## config.mk

```make
export PLATFORM = sky130hd
export DESIGN_NAME = offtime_chopper
export DESIGN_NICKNAME = d
export VERILOG_FILES = /design/src/rtl/chop_pkg.sv /design/src/rtl/chop_timer.sv /design/src/rtl/chop_ctrl.sv /design/src/rtl/offtime_chopper.sv
export SDC_FILE = /design/constraint.sdc
export NUM_CORES = 1
export LEC_CHECK = 0
export ABC_CLOCK_PERIOD_IN_PS = 2600
export BUFFER_PORTS_ARGS = -buffer_cell sky130_fd_sc_hd__buf_2
export CAP_MARGIN = 10
export CORE_ASPECT_RATIO = 0.5
export CORE_MARGIN = 5
export CORE_UTILIZATION = 39
export CTS_BUF_LIST = sky130_fd_sc_hd__clkbuf_4 sky130_fd_sc_hd__clkbuf_8
export DETAILED_ROUTE_END_ITERATION = 12
export GPL_TIMING_DRIVEN = 0
export HOLD_SLACK_MARGIN = 0.12
export PLACE_DENSITY = 0.61
export SLEW_MARGIN = 20
export SYNTH_ARGS = -nofsm -noshare
export SYNTH_HDL_FRONTEND = slang
export SYNTH_SLANG_ARGS = --single-unit
```

## constraint.sdc

```tcl
create_clock -name clk -period 2.6 [get_ports clk]
set_input_delay 0.26 -clock clk [delete_from_list [all_inputs] [get_ports clk]]
set_output_delay 0.26 -clock clk [all_outputs]
set_load 0.01 [all_outputs]
```

## src/rtl/chop_pkg.sv

```systemverilog
package chop_pkg;

  typedef struct packed {
    logic loadOff;   // start or extend an off period
    logic armBlank;  // start the blanking window
  } chopStrb_t;

  function automatic int offCycles(input int clkKhz, input logic [1:0] sel);
    return ((20 + 10 * int'(sel)) * clkKhz) / 1000;
  endfunction

endpackage

```

## src/rtl/chop_timer.sv

```systemverilog
module chop_timer #(
  parameter int CLK_KHZ   = 1000,
  parameter int BLANK_CYC = 2
) (
  input  logic                clk,
  input  logic                rstN,
  input  chop_pkg::chopStrb_t strb,
  input  logic [1:0]          offSel,
  input  logic [1:0]          cmd,
  input  logic [1:0]          outNow,
  output logic                offZero,
  output logic                blankBusy,
  output logic                blankStart,
  output logic                cmdChg
);
  localparam int MAX_OFF = chop_pkg::offCycles(CLK_KHZ, 2'b11);
  localparam int OFF_W   = $clog2(MAX_OFF + 1);
  localparam int BLK_W   = $clog2(BLANK_CYC + 1) + 1;

  logic [OFF_W-1:0] offCnt;
  logic [BLK_W-1:0] blankCnt;
  logic [1:0]       prevCmd;
  logic [1:0]       prevOut;

  assign offZero    = (offCnt == '0);
  assign blankBusy  = (blankCnt != '0);
  assign blankStart = (prevOut == 2'b00) && (outNow != 2'b00);
  assign cmdChg     = (cmd != prevCmd);

  always_ff @(posedge clk or negedge rstN) begin
    if (!rstN) begin
      offCnt <= '0;
    end else if (strb.loadOff) begin
      offCnt <= OFF_W'(chop_pkg::offCycles(CLK_KHZ, offSel) - 1);
    end else if (!offZero) begin
      offCnt <= offCnt - 1'b1;
    end
  end

  always_ff @(posedge clk or negedge rstN) begin
    if (!rstN) begin
      blankCnt <= '0;
    end else if (strb.armBlank) begin
      blankCnt <= BLK_W'(BLANK_CYC);
    end else if (blankBusy) begin
      blankCnt <= blankCnt - 1'b1;
    end
  end

  always_ff @(posedge clk or negedge rstN) begin
    if (!rstN) begin
      prevCmd <= 2'b00;
      prevOut <= 2'b00;
    end else begin
      prevCmd <= cmd;
      prevOut <= outNow;
    end
  end
endmodule

```

## src/rtl/chop_ctrl.sv

```systemverilog
module chop_ctrl (
  input  logic                clk,
  input  logic                rstN,
  input  logic                tripIn,
  input  logic [1:0]          mode,
  input  logic [1:0]          cmd,
  input  logic                slewing,
  input  logic [2:0]          thrSel,
  input  logic                clrFlag,
  input  logic                offZero,
  input  logic                blankBusy,
  input  logic                blankStart,
  input  logic                cmdChg,
  output chop_pkg::chopStrb_t strb,
  output logic [1:0]          outNow,
  output logic                tripFlag,
  output logic                offActive
);
  logic [1:0] forced;
  logic       regEn;
  logic       hsOn;
  logic       tripValid;
  logic       extend;

  assign regEn  = (thrSel != 3'b000);
  assign hsOn   = |cmd;
  assign outNow = (offActive && !cmdChg) ? forced : cmd;

  assign tripValid = tripIn && regEn && hsOn && !slewing && !blankBusy &&
                     !blankStart && !cmdChg && !offActive;
  assign extend    = offActive && !cmdChg && offZero && tripIn;

  always_comb begin
    strb          = '0;
    strb.loadOff  = tripValid || extend;
    strb.armBlank = blankStart;
  end

  always_ff @(posedge clk or negedge rstN) begin
    if (!rstN) begin
      offActive <= 1'b0;
      forced    <= 2'b00;
    end else if (tripValid) begin
      offActive <= 1'b1;
      forced    <= mode[1] ? 2'b00 : 2'b11;
    end else if (offActive && (cmdChg || (offZero && !tripIn))) begin
      offActive <= 1'b0;
    end
  end

  always_ff @(posedge clk or negedge rstN) begin
    if (!rstN) begin
      tripFlag <= 1'b0;
    end else if (tripValid) begin
      tripFlag <= 1'b1;
    end else if (clrFlag) begin
      tripFlag <= 1'b0;
    end
  end
endmodule

```

## src/rtl/offtime_chopper.sv

```systemverilog
module offtime_chopper #(
  parameter int CLK_KHZ   = 1000,
  parameter int BLANK_CYC = 2 * CLK_KHZ / 1000
) (
  input  logic       clk,
  input  logic       rstN,
  input  logic       tripIn,
  input  logic [1:0] mode,
  input  logic       cmdA,
  input  logic       cmdB,
  input  logic       slewing,
  input  logic [2:0] thrSel,
  input  logic [1:0] offSel,
  input  logic       clrFlag,
  output logic       outA,
  output logic       outB,
  output logic       tripFlag
);
  chop_pkg::chopStrb_t strb;
  logic [1:0] cmd;
  logic [1:0] outNow;
  logic       offZero;
  logic       blankBusy;
  logic       blankStart;
  logic       cmdChg;
  logic       offActive;

  assign cmd  = {cmdA, cmdB};
  assign outA = outNow[1];
  assign outB = outNow[0];

  chop_ctrl u_ctrl (
    .clk(clk), .rstN(rstN), .tripIn(tripIn), .mode(mode), .cmd(cmd),
    .slewing(slewing), .thrSel(thrSel), .clrFlag(clrFlag),
    .offZero(offZero), .blankBusy(blankBusy), .blankStart(blankStart),
    .cmdChg(cmdChg), .strb(strb), .outNow(outNow), .tripFlag(tripFlag),
    .offActive(offActive)
  );

  chop_timer #(.CLK_KHZ(CLK_KHZ), .BLANK_CYC(BLANK_CYC)) u_timer (
    .clk(clk), .rstN(rstN), .strb(strb), .offSel(offSel), .cmd(cmd),
    .outNow(outNow), .offZero(offZero), .blankBusy(blankBusy),
    .blankStart(blankStart), .cmdChg(cmdChg)
  );
endmodule

```

# Word level (Yosys, flattened, before mapping)
# Cells that the tools add are included.
[totals] reg_bits=17 latch_bits=0 mem_bits_rw=0 rom_bits=0 input_bits=14 out_inout_bits=3 elab_cells=56 n_memories=0
[classes] n_addsub=4 n_mul=2 div=1 n_lt_le_gt_ge=0 n_eq_ne=2 shift=0 muxes=10 bitwise_logic=0 n_reduce_logical=30
[ops] cell="$add 6x32->32 const A" n=1
[ops] cell="$div 32x11->32 const B" n=1
[ops] cell="$mul 32x8->29 const B" n=1
[ops] cell="$logic_and 1x1->1" n=13
[ops] cell="$mux 6" n=2
[ops] cell="$reduce_bool 2->1" n=4
[ops] cell="$logic_not 1->1" n=6
[ops] cell="$logic_not 6->1" n=1
[ops] cell="$mux 3" n=2
[ops] cell="$reduce_bool 3->1" n=2
[ops] cell="$sub 6x1->6 const B" n=1
[ops] cell="$sub 6x2->6 const B" n=1
[ops] cell="$mul 3x2->5 const A" n=1
[ops] cell="$mux 1" n=4
[ops] cell="$mux 2" n=2
[ops] cell="$sub 3x1->3 const B" n=1
[ops] cell="$logic_not 2->1" n=1
[ops] cell="$logic_or 1x1->1" n=2
[ops] cell="$ne 2x2->1" n=1
[ops] cell="$ne 2x2->1 const B" n=1
[ops] cell="$reduce_or 2->1" n=1

# Longest topological paths before layout
# Gate-level depths: netlist of run 1.
[depth] ltp_word=12 mapped_depth=23 mapped_depth_nobuf=19

# By module
# A second synthesis of run 1 with hierarchy kept.
[unflattened] cells_unflattened=491 hier_area_um2=3748.6
[by_module_without_submodules] module="chop_timer" instances=1 cells_each=469 area_per_inst_um2=3562.2 seq_area_each_um2=325.3
[by_module_without_submodules] module="chop_ctrl" instances=1 cells_each=22 area_per_inst_um2=186.4 seq_area_each_um2=75.1

# Worst setup path after synthesis of run 1
# OpenSTA, ideal clock, no wires.
[synth_timing] kind="in2reg" from="input offSel[1]" to="register u_timer.offCnt[5]" setup_time_ps=120 arrival_time_ps=5534 required_time_ps=2480 path_slack_ps=-3054 cell_stages=22 path_buffers=3 cell_sequence="inv_1 ha_1 buf_2 clkbuf_1 clkbuf_1 nor2_1 ha_1 a21bo_2 o41ai_1 a21oi_1 nor4_4 o2111ai_1 and2_1 o32a_1 o21ai_2 o21ai_2 o41ai_2 nor3b_1 o221ai_1 o32a_1 or4_1 a31o_1"
[synth_between] elab_chain_len=6
[synth_rtl] item="start: declaration" line="offtime_chopper.sv:13" text="input logic [1:0] offSel,"
[synth_rtl] item="$mul 3x2->5" line="chop_pkg.sv:9" text="return ((20 + 10 * int'(sel)) * clkKhz) / 1000;"
[synth_rtl] item="$add 6x32->32" line="chop_pkg.sv:9"
[synth_rtl] item="$mul 32x8->29" line="chop_pkg.sv:9"
[synth_rtl] item="$div 32x11->32" line="chop_pkg.sv:9"
[synth_rtl] item="$sub 6x2->6" line="chop_timer.sv:34" text="offCnt <= OFF_W'(chop_pkg::offCycles(CLK_KHZ, offSel) - 1);"
[synth_rtl] item="$mux 6" line="chop_timer.sv:33" text="end else if (strb.loadOff) begin"
[synth_rtl] item="end signal: assignment" line="chop_timer.sv:34"
[synth_rtl] item="end signal: assignment" line="chop_timer.sv:36" text="offCnt <= offCnt - 1'b1;"
[synth_rtl] item="end: declaration" line="chop_timer.sv:20" text="logic [OFF_W-1:0] offCnt;"
# Every way passes these cells.
# A chain may end at the register's enable or synchronous reset.

# Worst setup path in the final report of run 1
[layout_timing] from="input offSel[0]" to="register u_timer.offCnt[5]"
# The elaborated chain is that of the path after synthesis.

==> results.cfg, run 1 <==
[placed_design]
dp_hpwl_um = 8090
port-buffer-count = 15
place_congestion = 0.942

[detailed_routing]
post_drt_wl_per_cell_um = 19.1
drcViolationCount = 0
viasPerCell = 6.45
ant_nets = 0
totalWireLength_um = 12000
drt_iter0_drc = 544
first_pass_iters = 8
num_vias = 4053

[worst_setup_path]
crit_arrival_ns = 5.26
cp-start-kind = input port
required_ns = 2.74
end_kind = register
crit_type = in -> reg
crit_path_max_fanout = 6

[floorplanning]
ios = 17
die-area_um2 = 10500
core_um2 = 8120
dieHeight_um = 74.9
row_count = 23
start_util = 0.405
die_w_um = 140

[finish]
area_growth_pct = 41.2
layout_common_cells = buf_4 (44), nand2_1 (43), nor2_1 (40), o21ai_0 (23), a21oi_1 (18)
antenna_cells = 0
fillers = 708
final_net_count = 550
finish.utilization = 0.572
post_route_cells_drive_above_1_share = 0.341
layout_commonest_cell = buf_4

[grt]
grt_antenna_before_repair = 0
grt_use_total = 0.215
grt_remaining_overflow = 0
grt_pass1_vias = 3679
grt_pass1_wl_um = 18700
grt_max_degree = 17

[sta]
layout_min_cycle_time_ns = 5.12
period_share = 1.97
worstMarginPinSlew_ns = 0.864
hold_slack_ns = 0.174
maxSlewHeadroom = 0.420
rsz0062_at_grt = true
fin_skew_ns = 0.00337
hold_violations = 0
slew_viol_final = 0
setup_violations = 3
layout_setup_ws_ns = -2.52
fmax_mhz = 195

[power_and_ir_drop]
leakage_nw = 1.74
ir_worst_vdd_mv = 0.270
power_density_nw_per_um2 = 350

[clock_network]
tritoncts = built
clock-sinks = 16
clockBufferDepth = 2
cts.reportedPaths.clkPinSlew_ns = 0.06
clock_latency_ns = 0.25
numCtsBuffers = 3
cts_root_buf = clkbuf_8
htreeDepth = 1

[synth]
synth_edf_count = 0
synthesis.nets = 481
ys_ff_latch = 16
synth_cells = 448
yosysUniqueCellTypes = 89
avgSynthCellArea_um2 = 7.33
ys_seq_area_frac = 0.122
ys.warnings.count = 0
async_reset_ff_frac = 1.00
ys.flop_type = dfrtp_1
synth_area_um2 = 3290

[run]
max_cap_violations = 0

[hold_path]
hp-class = in -> reg

[status]
failed_checks = setup timing
outcome = finished with violations
## Yosys cell counts (all sizes together) (3+ instances only)
cell	count	area share
clkbuf	8	0.0091
o221ai	3	0.0080
a31oi	9	0.021
a21boi	4	0.0091
inv	16	0.018
nand2	45	0.052
nor3b	3	0.0069
o22ai	3	0.0057
and2	11	0.021
ha	19	0.072
o31a	3	0.0080
nor4	6	0.018
a2111oi	4	0.013
or3	5	0.0095
dfrtp	16	0.12
a211oi	7	0.019
nor2b	4	0.0076
nand4	9	0.017
nand3b	4	0.0091
o211ai	8	0.018
buf	12	0.022
a21oi	25	0.043
o21ai	37	0.060
nor2	42	0.048
nand2b	5	0.0095
and3	7	0.015
xnor2	9	0.024
a211o	9	0.024
mux2i	7	0.021
o31ai	10	0.026
o2111ai	5	0.013
or2	5	0.0095
nand3	20	0.035
xor2	5	0.013
a22oi	3	0.0084
nor3	17	0.037
## sequential cells by signal (all words and copies together), names as in the netlist
| register | count |
|---|---|
| u_timer.offCnt | 6 |
| u_timer.blankCnt | 3 |
| u_timer.prevCmd | 2 |
| u_timer.prevOut | 2 |
| u_ctrl.forced | 1 |
| u_ctrl.offActive | 1 |
| u_ctrl.tripFlag | 1 |
## layer usage
metal	track usage	vias to the layer above	share of wire
li1	-	1866	-
met3	0.0228	49	0.097
met5	0	-	0
met2	0.363	270	0.45
met4	0.0677	0	0.033
met1	0.297	1868	0.42
## area by class of cell
| class | count | area (um^2) | share of cell area |
|---|---|---|---|
| Multi-Input combinational cell | 395 | 3250 | 0.701 |
| Timing Repair Buffer | 65 | 527 | 0.114 |
| Sequential cell | 16 | 400 | 0.0863 |
| Buffer | 19 | 193 | 0.0415 |
| Tap cell | 112 | 140 | 0.0302 |
| Inverter | 17 | 71.3 | 0.0154 |
| Clock buffer | 4 | 55.1 | 0.0119 |
## path summary, 6_finish.rpt
check / from / to / slack, ns / cells after the start
worst max-delay path: offSel[0] / u_timer.offCnt[5] / -2.52 / 24
worst min-delay path: cmdB / u_timer.prevCmd[0] / 0.17 / 1
worst max register to register: u_timer.blankCnt[0] / u_timer.offCnt[1] / 0.20 / 10
worst min register to register: u_timer.blankCnt[1] / u_timer.blankCnt[1] / 0.50 / 1
max in group asynchronous: rstN / u_timer.prevOut[1] / 1.88 / 2
min in group asynchronous: rstN / u_ctrl.tripFlag / 0.45 / 2
## repair_timing
item,4_1_cts,5_1_grt
endpoints found under the hold margin,16,0
buffers inserted,29,20
endpoints found under the setup margin,5,6
hold buffers,1,0
resized for setup,65,40
pin swaps,21,24
## cells by family after synthesis
kind of cell | Yosys count | synth area share
DFF | 16 | 0.122
adders and majority gates | 19 | 0.0724
buffers and inverters | 37 | 0.0503
and+or+nand+nor | 191 | 0.318
muxes | 8 | 0.0248
xor gates and xnor gates | 14 | 0.0373
AOI/OAI and AO/OA | 163 | 0.375
## per-stage QoR
step | setup WS, ns | power [W] | std cells | setup TNS, ns | area [um^2]
floorplan | -2.46 | 0.00103 | 448 | -6.98 | 3440
global placement | -3.53 | 0.00120 | 575 | -10.42 | 3650
detailed placement | -3.56 | 0.00121 | 575 | -10.50 | 3650
CTS | -2.35 | 0.00154 | 608 | -6.83 | 4290
global route | -2.70 | 0.00175 | 628 | -7.85 | 4640
finish | -2.52 | 0.00162 | 628 | -7.36 | 4640
## power by group
part / internal (W) / switching [W]
combinational: 0.000447 / 0.000559
sequential: 0.000335 / 0.0000632
clock: 0.000134 / 0.0000825
## critical path, cell delays in order
cell	delay (ns)
buf_12	0.10
clkinvlp_4	0.11
buf_6	0.15
ha_2	0.20
buf_6	0.12
and3_4	0.15
ha_4	0.29
inv_2	0.06
a211o_4	0.30
and4b_4	0.22
nor3_4	0.32
buf_6	0.16
a21oi_4	0.04
a211oi_4	0.39
xnor2_2	0.14
o31a_1	0.33
buf_6	0.14
o31ai_4	0.17
o31ai_2	0.11
a2111oi_4	0.39
o221ai_2	0.17
o32a_1	0.33
or4_1	0.40
a31o_1	0.21
Power figures use the tool's default switching activity.
==> run 2, diff against run 1 <==
--- a/config.mk
+++ b/config.mk
@@ -16,6 +16,7 @@
 export GPL_TIMING_DRIVEN = 0
 export HOLD_SLACK_MARGIN = 0.12
 export PLACE_DENSITY = 0.61
+export REMOVE_ABC_BUFFERS = 1
 export SLEW_MARGIN = 20
 export SYNTH_ARGS = -nofsm -noshare
 export SYNTH_HDL_FRONTEND = slang
==> results.cfg, run 2 (synthesis gave the netlist of run 1 again) <==
[grt]
grt_use_total = 0.217
grt_pass1_wl_um = 18800
grt_antenna_before_repair = 0
grt_remaining_overflow = 0
grt_pass1_vias = 3769
grt_max_degree = 18

[power_and_ir_drop]
ir_worst_vdd_mv = 0.319
leakage_nw = 1.69
power_density_nw_per_um2 = 357
power.total_w = 0.00163

[worst_setup_path]
critPathBufInv = 5
path_delay_family = compound AO/OA/AOI/OAI gates
end_kind = register
crit_path_max_fanout = 6
crit_type = in -> reg
cp-start-kind = input port
worst_path_max_delay_cell = or4_1
path_cells = buf_12 -> clkinvlp_4 -> ha_4 -> buf_4 -> ha_1 -> nand2_1 -> a21oi_4 -> o31a_1 -> nor2_1 -> a211o_1 -> buf_6 -> and3_4 -> nor2_1 -> o21ai_2 -> o21ai_4 -> o41ai_4 -> a2111oi_2 -> buf_4 -> o221ai_4 -> o32a_1 -> or4_1 -> a31o_1
required_ns = 2.74
crit_arrival_ns = 5.19
cpPeakStageDelay_ns = 0.41

[sta]
layout_setup_ws_ns = -2.45
rsz0062_at_grt = true
hold_violations = 0
period_share = 1.94
setup_violations = 3
fmax_mhz = 198
fin_skew_ns = 0.00316
maxSlewHeadroom = 0.465
slew_viol_final = 0
layout_min_cycle_time_ns = 5.05
worstMarginPinSlew_ns = 0.796

[finish]
antenna_cells = 0
post_route_cells_drive_above_1_share = 0.354
final_net_count = 545
layout_common_cells = buf_4 (58), nand2_1 (42), nor2_1 (40), o21ai_0 (24), a21oi_1 (18)
final_cell_area_um2 = 4570
reg.largest.list = u_timer.offCnt: 6 flops, u_timer.blankCnt: 3 flops
top_register = u_timer.offCnt
largest_reg_flops = 6
area_growth_pct = 39.2
fillers = 688
multi_input_area_um2 = 3310
ff_latch_area_um2 = 400
layout_commonest_cell = buf_4

[status]
outcome = finished with violations
failed_checks = setup timing

[floorplanning]
core_um2 = 8120
dieHeight_um = 74.9
die_w_um = 140
ios = 17
die-area_um2 = 10500
row_count = 23
start_util = 0.405

[clock_network]
numCtsBuffers = 3
cts_root_buf = clkbuf_8
cts.reportedPaths.clkPinSlew_ns = 0.06
clock-sinks = 16
clockBufferDepth = 2
tritoncts = built
htreeDepth = 1
clock_latency_ns = 0.25

[detailed_routing]
num_vias = 4021
drt_iter0_drc = 489
totalWireLength_um = 11900
viasPerCell = 6.45
post_drt_wl_per_cell_um = 19.0
ant_nets = 0
drcViolationCount = 0
first_pass_iters = 6

[placed_design]
dp_hpwl_um = 7700
place_area_um2 = 3400
pre_cts_slack_ns = -4.18
place_congestion = 0.979
port-buffer-count = 15

[hold_path]
hp-class = in -> reg

[run]
max_cap_violations = 0
-- run 2: area by class of cell --
| cell class | instances | share of cell area |
|---|---|---|
| tap | 112 | 0.0306 |
| timing repair buffer | 78 | 0.130 |
| sequential | 16 | 0.0876 |
| inverter | 17 | 0.0161 |
| multi-input combinational | 396 | 0.723 |
| clock buffer | 4 | 0.0120 |
-- run 2: what timing repair did --
action | in CTS | in global routing
pin swaps | 27 | 12
endpoints found under the setup margin | 4 | 3
hold buffers | 1 | 0
setup buffers | 41 | 21
cloned | 0 | 1
gates resized for setup | 86 | 28
hold endpoints to repair | 16 | 0
-- run 2: per-layer routing --
metal / track usage / vias up / wire [um] / part of all wire
li1: - / 1867 / - / -
met1: 0.291 / 1883 / 5150 / 0.43
met2: 0.363 / 230 / 5430 / 0.46
met3: 0.0241 / 41 / 910 / 0.077
met4: 0.0892 / 0 / 368 / 0.031
met5: 0 / - / 0 / 0
-- run 2: power breakdown --
group / internal [W] / switching [W]
clock: 0.000134 / 0.0000846
sequential: 0.000335 / 0.0000644
combinational: 0.000459 / 0.000555
total: 0.000928 / 0.000704
-- run 2: metrics by stage --
step / setup TNS (ns) / utilization / hold WS, ns / instances
global route: -7.59 / 0.564 / 0.170 / 623
detailed placement: -12.05 / 0.419 / 0.194 / 555
floorplan: -7.80 / - / -0.0356 / 428
finish: -7.05 / 0.564 / 0.178 / 623
global placement: -12.45 / 0.419 / 0.194 / 555
CTS: -6.85 / 0.524 / 0.171 / 601
-- run 2: worst reg2reg max path, cell delays in order (launching register included) --
cell and delay, ns:
dfrtp_1 0.37, xor2_1 0.14, nor2_1 0.15, nand2_1 0.18, mux2i_1 0.29, a211oi_2 0.15
or3_1 0.48, o21ai_2 0.26, o211ai_1 0.20, o32ai_2 0.25, a31oi_2 0.05
-- run 2: worst paths after layout --
kind                                     start                   to  slack [ns]  cells past startpoint
min reg2reg                u_timer.blankCnt[1]  u_timer.blankCnt[1]        0.50                      1
max in group asynchronous                 rstN   u_timer.prevOut[0]        1.87                      2
min                                       cmdB   u_timer.prevCmd[0]        0.18                      1
min in group asynchronous                 rstN    u_timer.offCnt[4]        0.46                      2
max reg2reg                 u_timer.prevCmd[1]    u_timer.offCnt[1]       -0.06                     10
max                                  offSel[0]    u_timer.offCnt[5]       -2.45                     22
